File: config.mk
export PLATFORM = sky130hd
export DESIGN_NAME = hostmbx_top
export DESIGN_NICKNAME = d
export VERILOG_FILES = /design/src/rtl/mbx_pkg.sv /design/src/rtl/mbx_strobe_sync.sv /design/src/rtl/mbx_irq.sv /design/src/rtl/mbx_regs.sv /design/src/rtl/hostmbx_top.sv
export SDC_FILE = /design/constraint.sdc
export NUM_CORES = 1
export LEC_CHECK = 0
export BUFFER_PORTS_ARGS = -buffer_cell sky130_fd_sc_hd__buf_2
export CAP_MARGIN = 0
export CELL_PAD_IN_SITES_DETAIL_PLACEMENT = 1
export CELL_PAD_IN_SITES_GLOBAL_PLACEMENT = 1
export CORE_MARGIN = 5
export CORE_UTILIZATION = 36
export DETAILED_ROUTE_END_ITERATION = 8
export PLACE_DENSITY = 0.87
export SYNTH_ARGS = -nofsm -noshare
export SYNTH_HDL_FRONTEND = slang
export SYNTH_SLANG_ARGS = --single-unit
File: constraint.sdc
create_clock -name clk -period 1.38 [get_ports clk]
set_input_delay 0.276 -clock clk [delete_from_list [all_inputs] [get_ports clk]]
set_output_delay 0.276 -clock clk [all_outputs]
set_load 0.01 [all_outputs]
File: src/rtl/mbx_pkg.sv
// Shared constants for the host mailbox: status bit positions and
// controller register addresses.
package mbx_pkg;
    localparam int ST_IN_FULL  = 0;
    localparam int ST_OUT_FULL = 1;
    localparam int ST_IN_PEND  = 2;
    localparam int ST_OUT_PEND = 3;
    localparam int ST_BITS     = 4;

    typedef enum logic [1:0] {
        A_INBOX  = 2'd0,
        A_OUTBOX = 2'd1,
        A_STATUS = 2'd2,
        A_ENABLE = 2'd3
    } cpu_addr_e;
endpackage

File: src/rtl/mbx_strobe_sync.sv
// Brings an asynchronous active-low strobe into the clock domain and
// gives a one-cycle pulse when its release (low to high) is seen.
// Assumes STAGES >= 2 and that the strobe is idle high at reset.
module mbx_strobe_sync #(
    parameter int STAGES = 2
) (
    input  logic clk,
    input  logic rst_n,
    input  logic strobe_n,
    output logic release_pulse
);
    logic [STAGES-1:0] sync_q;
    logic              prev_q;

    // shift the strobe through the synchronizer and keep the last value
    always_ff @(posedge clk) begin
        if (!rst_n) begin
            sync_q <= '1;
            prev_q <= 1'b1;
        end else begin
            sync_q <= {sync_q[STAGES-2:0], strobe_n};
            prev_q <= sync_q[STAGES-1];
        end
    end

    assign release_pulse = sync_q[STAGES-1] & ~prev_q;
endmodule

File: src/rtl/mbx_irq.sv
// Holds the pending bits for each interrupt source. A bit is set by an
// event while the enable is one, and it is cleared by a write-one
// request. A set wins over a clear in the same cycle. Outputs are
// masked by the enable.
module mbx_irq #(
    parameter int N = 2
) (
    input  logic         clk,
    input  logic         rst_n,
    input  logic         en,
    input  logic [N-1:0] set_evt,
    input  logic [N-1:0] clr_req,
    output logic [N-1:0] pend,
    output logic [N-1:0] irq
);
    for (genvar i = 0; i < N; i++) begin : g_src
        // per-source pending bit, set over clear
        always_ff @(posedge clk) begin
            if (!rst_n)
                pend[i] <= 1'b0;
            else if (set_evt[i] && en)
                pend[i] <= 1'b1;
            else if (clr_req[i])
                pend[i] <= 1'b0;
        end
        assign irq[i] = pend[i] & en;
    end
endmodule

File: src/rtl/mbx_regs.sv
// Data words, full flags and enable bit of the mailbox. Host events
// arrive as single-cycle pulses. Controller accesses are single-cycle
// strobes with an address. Sets take priority over clears.
module mbx_regs
    import mbx_pkg::*;
#(
    parameter int DW = 16
) (
    input  logic          clk,
    input  logic          rst_n,
    input  logic          host_wr_evt,
    input  logic          host_rd_evt,
    input  logic [DW-1:0] host_wdata,
    input  logic          cpu_wr,
    input  logic          cpu_rd,
    input  logic [1:0]    cpu_addr,
    input  logic [DW-1:0] cpu_wdata,
    output logic [DW-1:0] inbox,
    output logic [DW-1:0] outbox,
    output logic          in_full,
    output logic          out_full,
    output logic          en
);
    logic cpu_takes_in, cpu_fills_out, cpu_sets_en;

    assign cpu_takes_in  = cpu_rd && (cpu_addr == A_INBOX);
    assign cpu_fills_out = cpu_wr && (cpu_addr == A_OUTBOX);
    assign cpu_sets_en   = cpu_wr && (cpu_addr == A_ENABLE);

    // inbound word and its full flag
    always_ff @(posedge clk) begin
        if (!rst_n) begin
            inbox   <= '0;
            in_full <= 1'b0;
        end else begin
            if (host_wr_evt) inbox <= host_wdata;
            if (host_wr_evt)       in_full <= 1'b1;
            else if (cpu_takes_in) in_full <= 1'b0;
        end
    end

    // outbound word and its full flag
    always_ff @(posedge clk) begin
        if (!rst_n) begin
            outbox   <= '0;
            out_full <= 1'b0;
        end else begin
            if (cpu_fills_out) outbox <= cpu_wdata;
            if (cpu_fills_out)    out_full <= 1'b1;
            else if (host_rd_evt) out_full <= 1'b0;
        end
    end

    // mailbox interrupt enable bit
    always_ff @(posedge clk) begin
        if (!rst_n)          en <= 1'b0;
        else if (cpu_sets_en) en <= cpu_wdata[0];
    end
endmodule

File: src/rtl/hostmbx_top.sv
// Host mailbox top. It joins the strobe synchronizers, the register
// set and the interrupt logic, and it decodes both access ports. The
// host select and write data must be stable from strobe assertion
// until the release is taken, a few clocks later.
module hostmbx_top
    import mbx_pkg::*;
#(
    parameter int DW        = 16,
    parameter int SYNC_STGS = 2
) (
    input  logic          clk,
    input  logic          rst_n,
    input  logic [DW-1:0] hb_data_in,
    output logic [DW-1:0] hb_data_out,
    output logic          hb_data_oe,
    input  logic          hb_sel,
    input  logic          hb_wr_n,
    input  logic          hb_rd_n,
    input  logic          dma_busy,
    input  logic [1:0]    cpu_addr,
    input  logic          cpu_wr,
    input  logic          cpu_rd,
    input  logic [DW-1:0] cpu_wdata,
    output logic [DW-1:0] cpu_rdata,
    output logic          irq_in,
    output logic          irq_out
);
    localparam int NSRC = 2;

    logic          wr_rel, rd_rel;
    logic          host_wr_evt, host_rd_evt;
    logic [DW-1:0] inbox, outbox, status;
    logic          in_full, out_full, mbx_en;
    logic [NSRC-1:0] irq_set, irq_clr, pend, irq_vec;

    mbx_strobe_sync #(.STAGES(SYNC_STGS)) u_wr_sync (
        .clk(clk), .rst_n(rst_n), .strobe_n(hb_wr_n), .release_pulse(wr_rel));
    mbx_strobe_sync #(.STAGES(SYNC_STGS)) u_rd_sync (
        .clk(clk), .rst_n(rst_n), .strobe_n(hb_rd_n), .release_pulse(rd_rel));

    // host events count only for data select and only with DMA idle
    assign host_wr_evt = wr_rel && hb_sel && !dma_busy;
    assign host_rd_evt = rd_rel && hb_sel && !dma_busy;

    mbx_regs #(.DW(DW)) u_regs (
        .clk(clk), .rst_n(rst_n),
        .host_wr_evt(host_wr_evt), .host_rd_evt(host_rd_evt),
        .host_wdata(hb_data_in),
        .cpu_wr(cpu_wr), .cpu_rd(cpu_rd), .cpu_addr(cpu_addr),
        .cpu_wdata(cpu_wdata),
        .inbox(inbox), .outbox(outbox),
        .in_full(in_full), .out_full(out_full), .en(mbx_en));

    assign irq_set = {host_rd_evt, host_wr_evt};
    assign irq_clr = (cpu_wr && (cpu_addr == A_STATUS)) ?
                     cpu_wdata[ST_OUT_PEND:ST_IN_PEND] : '0;

    mbx_irq #(.N(NSRC)) u_irq (
        .clk(clk), .rst_n(rst_n), .en(mbx_en),
        .set_evt(irq_set), .clr_req(irq_clr),
        .pend(pend), .irq(irq_vec));

    assign irq_in  = irq_vec[0];
    assign irq_out = irq_vec[1];

    // assemble the status word
    always_comb begin
        status              = '0;
        status[ST_IN_FULL]  = in_full;
        status[ST_OUT_FULL] = out_full;
        status[ST_IN_PEND]  = pend[0];
        status[ST_OUT_PEND] = pend[1];
    end

    // host read path: drive only while reading and DMA is idle
    assign hb_data_oe  = !hb_rd_n && !dma_busy;
    assign hb_data_out = hb_sel ? outbox : status;

    // controller read mux
    always_comb begin
        case (cpu_addr)
            A_INBOX:  cpu_rdata = inbox;
            A_OUTBOX: cpu_rdata = outbox;
            A_STATUS: cpu_rdata = status;
            default:  cpu_rdata = {{(DW-1){1'b0}}, mbx_en};
        endcase
    end
endmodule

[Yosys cells after proc, flatten, opt, wreduce, memory -nomap -nowiden]
Cells that the tools add are included.
Cells by class
  add/sub/neg operators: 0
  $mul: 0
  divide/modulo/power cells: 0
  order comparisons: 0
  equality and inequality tests: 3
  shift operators: 0
  multiplexer cells: 11
  bitwise operators: 6
  reduce and logical (&&, ||, !) cells: 18
Operator list (count)
  $pmux W16 S3: 1
  $mux W16: 1
  $logic_and A1 B1 Y1: 11
  $mux W1: 8
  $reduce_bool A2 Y1: 4
  $and A1 B1 Y1: 4
  $eq A2 B2 Y1 const B: 2
  $eq A2 B1 Y1 const B: 1
  $logic_not A1 Y1: 2
  $logic_not A2 Y1: 1
  $mux W2: 1
  $not A1 Y1: 2
Storage, ports and cells
  register bits: 43
  latch bits: 0
  memory bits (writable): 0
  bits in read-only memories: 0
  input port bits: 42
  output and inout bits: 35
  logic and storage cells: 49
  memories kept: 0

[Logic depth before layout (Yosys ltp)]
  depth in word-level cells: 6
  gate-level depth with buffers: 5
  depth with buffers taken out: 2

[Modules after synthesis]
From an unflattened synthesis, not the netlist that was laid out.
Second synthesis, totals
  cells, all modules: 217
  area, all modules: 2117.0 um^2
Modules (own cells, without submodules)
  mbx_regs: times used 1, cells an instance 134, area an instance 1380.1 um^2, seq. area each 700.7 um^2
  hostmbx_top: times used 1, cells an instance 59, area an instance 454.2 um^2, seq. area each 0.0 um^2
  mbx_strobe_sync: times used 2, cells an instance 7, area an instance 92.6 um^2, seq. area each 60.1 um^2
  mbx_irq: times used 1, cells an instance 10, area an instance 97.6 um^2, seq. area each 40.0 um^2

[Worst setup path before layout]
No wires, ideal clock.
  path type: input-to-output
  start: input port cpu_addr[0]
  end: output port cpu_rdata[1]
  arrival time: 0.863 ns
  required time: 1.104 ns
  setup slack: 0.241 ns
  cell stages on the path: 3
  buffers on the path: 1
  path through: buf_2 -> nor2b_1 -> o2bb2ai_1
Between the ends
  cells in the longest elaborated chain, start to end: 2
  elaborated cells on any way between the ends: 4
  those cells by class: eq/ne (2); mux (1); reduce/logical (1)
Ends and longest elaborated chain
  start: declaration: RTL line hostmbx_top.sv:20  | input logic [1:0] cpu_addr,
  $eq A2 B2 Y1 (tied with other cells): RTL line hostmbx_top.sv:81  | case (cpu_addr)
  $pmux W16 S3 *: RTL line hostmbx_top.sv:81
  end: declaration: RTL line hostmbx_top.sv:24  | output logic [DW-1:0] cpu_rdata,
Mark *: on every way between the ends. The rest lies on a longest branch, timed or not.

[Worst setup path in the final report]
  start: register u_regs.en
  end: output port cpu_rdata[0]
Between the ends
  cells in the longest elaborated chain, start to end: 1
Ends and longest elaborated chain
  start: declaration: RTL line mbx_regs.sv:22  | output logic en
  start signal: assignment: RTL line mbx_regs.sv:57  | else if (cpu_sets_en) en <= cpu_wdata[0];
  $pmux W16 S3: RTL line hostmbx_top.sv:81
Every way passes these cells.

==> metrics.md <==
| Metric | Value |
|---|---|
| Die H | about 87 um |
| Syn_area_per_cell | around 9.1 sq um |
| Reg power frac | roughly 55% |
| Syn_nets | around 270 |
| Crit-path leading delay family | multiplexers |
| Gr usage total | between 10% and 20% |
| # port buffers | 76 |
| Clock Path Buffers | 2 |
| Final Cell Area | between 2000 and 3000 sq um |
| Post-synthesis sequential area ratio | around two fifths |
| Tmin final | 1.52 ns |
| Maximum net fanout on the critical path | 2 |
| Hold Path Class | in -> reg |
| Clk_skew | 0.00375 ns |
| First-pass GRT wire length | 9690 um |
| Status | finished with violations |
| Antenna violations before repair | 0 |
| Highest metal used | met4 |
| Htree depth | 2 |
| Hold Crit Depth | 2 |
| Initial Util | a little over a third |
| Final worst path period share | 110% |
| Cells after DPL | approximately 380 |
| Dpl cell area | around 2600 sq um |
| FF+latch area | ~870 sq um |
| Yosys cell types | 25 |
| Die X | 86.8 um |
| Critical path data arrival time | 1.24 ns |
| Core Area | 5820 sq um |
| WL met2 | between 3000 and 4000 um |
| DRT met1 WL | roughly 2300 um |
| Drt drc | 0 |
| Final Hold Viols | 0 |
| Sw frac | around a quarter |
| P_leak | 1.26 nW |
| PnR Total Power | ~2.3 mW |
| Hold Path Sink | u_wr_sync.sync_q[0] |
| RD Place Congestion | between 0.8 and 0.9 |
| Vias per cell | between 4 and 5 |
| CP peak stage delay | around 0.48 ns |
| Synthesized flop and latch total | 43 |
| Hold path startpoint | hb_wr_n |
| RR Startpoint | u_wr_sync.sync_q[1] |
| Bufs and invs on worst path | 1 |
| R2R depth | 3 |
| DRT iter0 DRCs | 37 |
| Crit-path cells | mux4_2 -> buf_6 |
| Internal power | ~1.8 mW |
| Worst path depth | 2 |
| Vias in the first global route | roughly 2,100 |
| Max frequency | between 600 and 700 MHz |
| Final setup vio count | 1 |
| Post-Layout Cell Count | 383 |
| Reg2reg setup slack | 0.21 ns |
| Antenna fix cells | 0 |
| Via count | approximately 1,900 |
| Pins over their slew limit | 0 |
| Post-Synthesis Cells | approximately 230 |
| Root buffer cell | clkbuf_8 |
| Final net count | 351 |
| Worst Max-Slew Pin Slew | approximately 0.35 ns |
| Startpoint Class | flip-flop |
| Hold_ws | ~0.19 ns |
| Multi-input logic area | around 1100 sq um |
| Peak VDD IR | ~430 uV |
| Total wire length | roughly 5900 um |
| Failing checks | setup timing |
| Total clock sinks | 43 |
| # rows | 28 |
| Fillers | between 700 and 800 |
| Max-Cap Viols | 0 |
| GRT overflow | 0 |
| Synth Warn # | 0 |
| Post-layout util | about 47% |
| Antenna Nets Post-Route | 0 |
| PnR worst setup slack | -0.140 ns |
| Die area | roughly 7500 sq um |
| Combinational power share | about 14% |
| CTS Buf Count | 5 |
| I/O pins | a little under 80 |
| Clk Latency, worst-skew pair | between 0.2 and 0.3 ns |
| Clock power share | between 30% and 40% |
| TritonCTS clock tree | yes |
| RSZ-0062 raised after global routing | yes |
| Clk pin slew, worst setup/hold paths | about 0.08 ns |
| Required time of the critical path | approximately 1.1 ns |
| TritonRoute pass-1 iters | 4 |
| WL met3 | between 200 and 300 um |
| Rel. slew slack | roughly three quarters |
| Sw Pwr | around 0.57 mW |
| Hold_buf cts | 0 |
| Post-Syn Area | 2120 sq um |
| Synth-to-layout area growth | 28.4% |
| Worst Setup Path Type | reg -> out |
| Worst Setup End Kind | output pin |
| Largest net degree at the start of global routing | 30 |
| Worst path slowest cell | mux4_2 |
| Fraction of layout cells with a size suffix above 1 | between 30% and 40% |
| Power Density | 858 nW/um^2 |
| Post-DP HPWL | approximately 4500 um |
| DR WL/cell | roughly 15 um |
| Reg2Reg Capture Point | u_regs.inbox[8] |
## cell type report
cell class	count	share of cell area [%]
Tap cell	75	3.45
Clock buffer	6	2.66
Multi-Input combinational cell	170	41.8
Sequential cell	43	32.0
Timing Repair Buffer	89	20.2
## cell families (layout without fill, tap and decap cells)
group	Yosys count	in the layout	share of synthesized area, %
buf+inv	19	95	6.13
compound gates	7	7	2.83
simple gates	110	110	24.6
mux	53	53	25.8
flops	43	43	40.6
## power groups by stage
stage / logic (mW) / clock network (mW) / registers [mW]
floorplan: 0.175 / 0 / 1.31
global placement: 0.303 / 0 / 1.31
detailed placement: 0.314 / 0 / 1.32
CTS: 0.320 / 0.753 / 1.29
global route: 0.352 / 0.816 / 1.29
finish: 0.321 / 0.729 / 1.29
## Yosys cell counts (all sizes together)
| library cell | number | area, sq um |
|---|---|---|
| mux4 | 1 | 22.5 |
| nor2b | 1 | 6.26 |
| nor3b | 1 | 7.51 |
| dfxtp | 43 | 861 |
| and3b | 1 | 8.76 |
| nor4bb | 1 | 25.0 |
| o2bb2ai | 4 | 35.0 |
| clkbuf | 4 | 15.0 |
| nand2b | 6 | 37.5 |
| nor2 | 13 | 48.8 |
| and4b | 1 | 10.0 |
| mux2 | 4 | 45.0 |
| nand2 | 67 | 251 |
| buf | 15 | 115 |
| o22ai | 1 | 6.26 |
| nand4b | 1 | 8.76 |
| nand3 | 1 | 5.00 |
| a32o | 1 | 10.0 |
| nand4bb | 1 | 11.3 |
| a22o | 1 | 8.76 |
| and2 | 16 | 103 |
| mux2i | 48 | 480 |
## registers in the layout, indices dropped and copies added, names as in the netlist
name and count:
u_regs.inbox 16, u_rd_sync.prev_q 1, u_rd_sync.sync_q 2, u_wr_sync.prev_q 1, u_regs.in_full 1, u_wr_sync.sync_q 2, u_regs.en 1, u_regs.outbox 16
u_irq.pend 2, u_regs.out_full 1
## worst max-delay path by stage
| stage | from | end |
|---|---|---|
| floorplan | cpu_addr[0] | cpu_rdata[1] |
| global placement | cpu_addr[1] | cpu_rdata[0] |
| detailed placement | cpu_addr[0] | cpu_rdata[2] |
| CTS | u_regs.en | cpu_rdata[0] |
| global route | u_regs.en | cpu_rdata[0] |
| finish | u_regs.en | cpu_rdata[0] |
## worst register-to-register path, cell delays in order, from the launching register on
cell	delay (ns)
dfxtp_1	0.33
nor4bb_4	0.30
buf_4	0.26
mux2i_1	0.21
## layer usage
metal	GRT usage (%)	vias up
met3	3.61	4
li1	-	914
met4	3.97	0
met5	0	-
met1	17.9	919
met2	31.6	47
## cell usage in the layout (no fill, tap or decap), drive strengths merged
cell     netlist  routed
a22o           1       1
a32o           1       1
and2          16      16
and3b          1       1
and4b          1       1
buf           15      89
clkbuf         4       6
dfxtp         43      43
mux2           4       4
mux2i         48      48
mux4           1       1
nand2         67      67
nand2b         6       6
nand3          1       1
nand4b         1       1
nand4bb        1       1
nor2          13      13
nor2b          1       1
nor3b          1       1
nor4bb         1       1
o22ai          1       1
o2bb2ai        4       4
## repair_timing
action	4_1_cts	5_1_grt
setup endpoints to repair	3	7
cloned	0	0
pin swaps	0	1
buffers inserted	1	1
gates resized for setup	5	9
## through the flow
| step | setup slack, ns | TNS [ns] |
|---|---|---|
| floorplan | 0.241 | 0 |
| global placement | 0.0415 | 0 |
| detailed placement | -0.00864 | -0.00864 |
| CTS | -0.141 | -0.141 |
| global route | -0.182 | -0.200 |
| finish | -0.140 | -0.140 |
(Power assumes the default switching activity.)
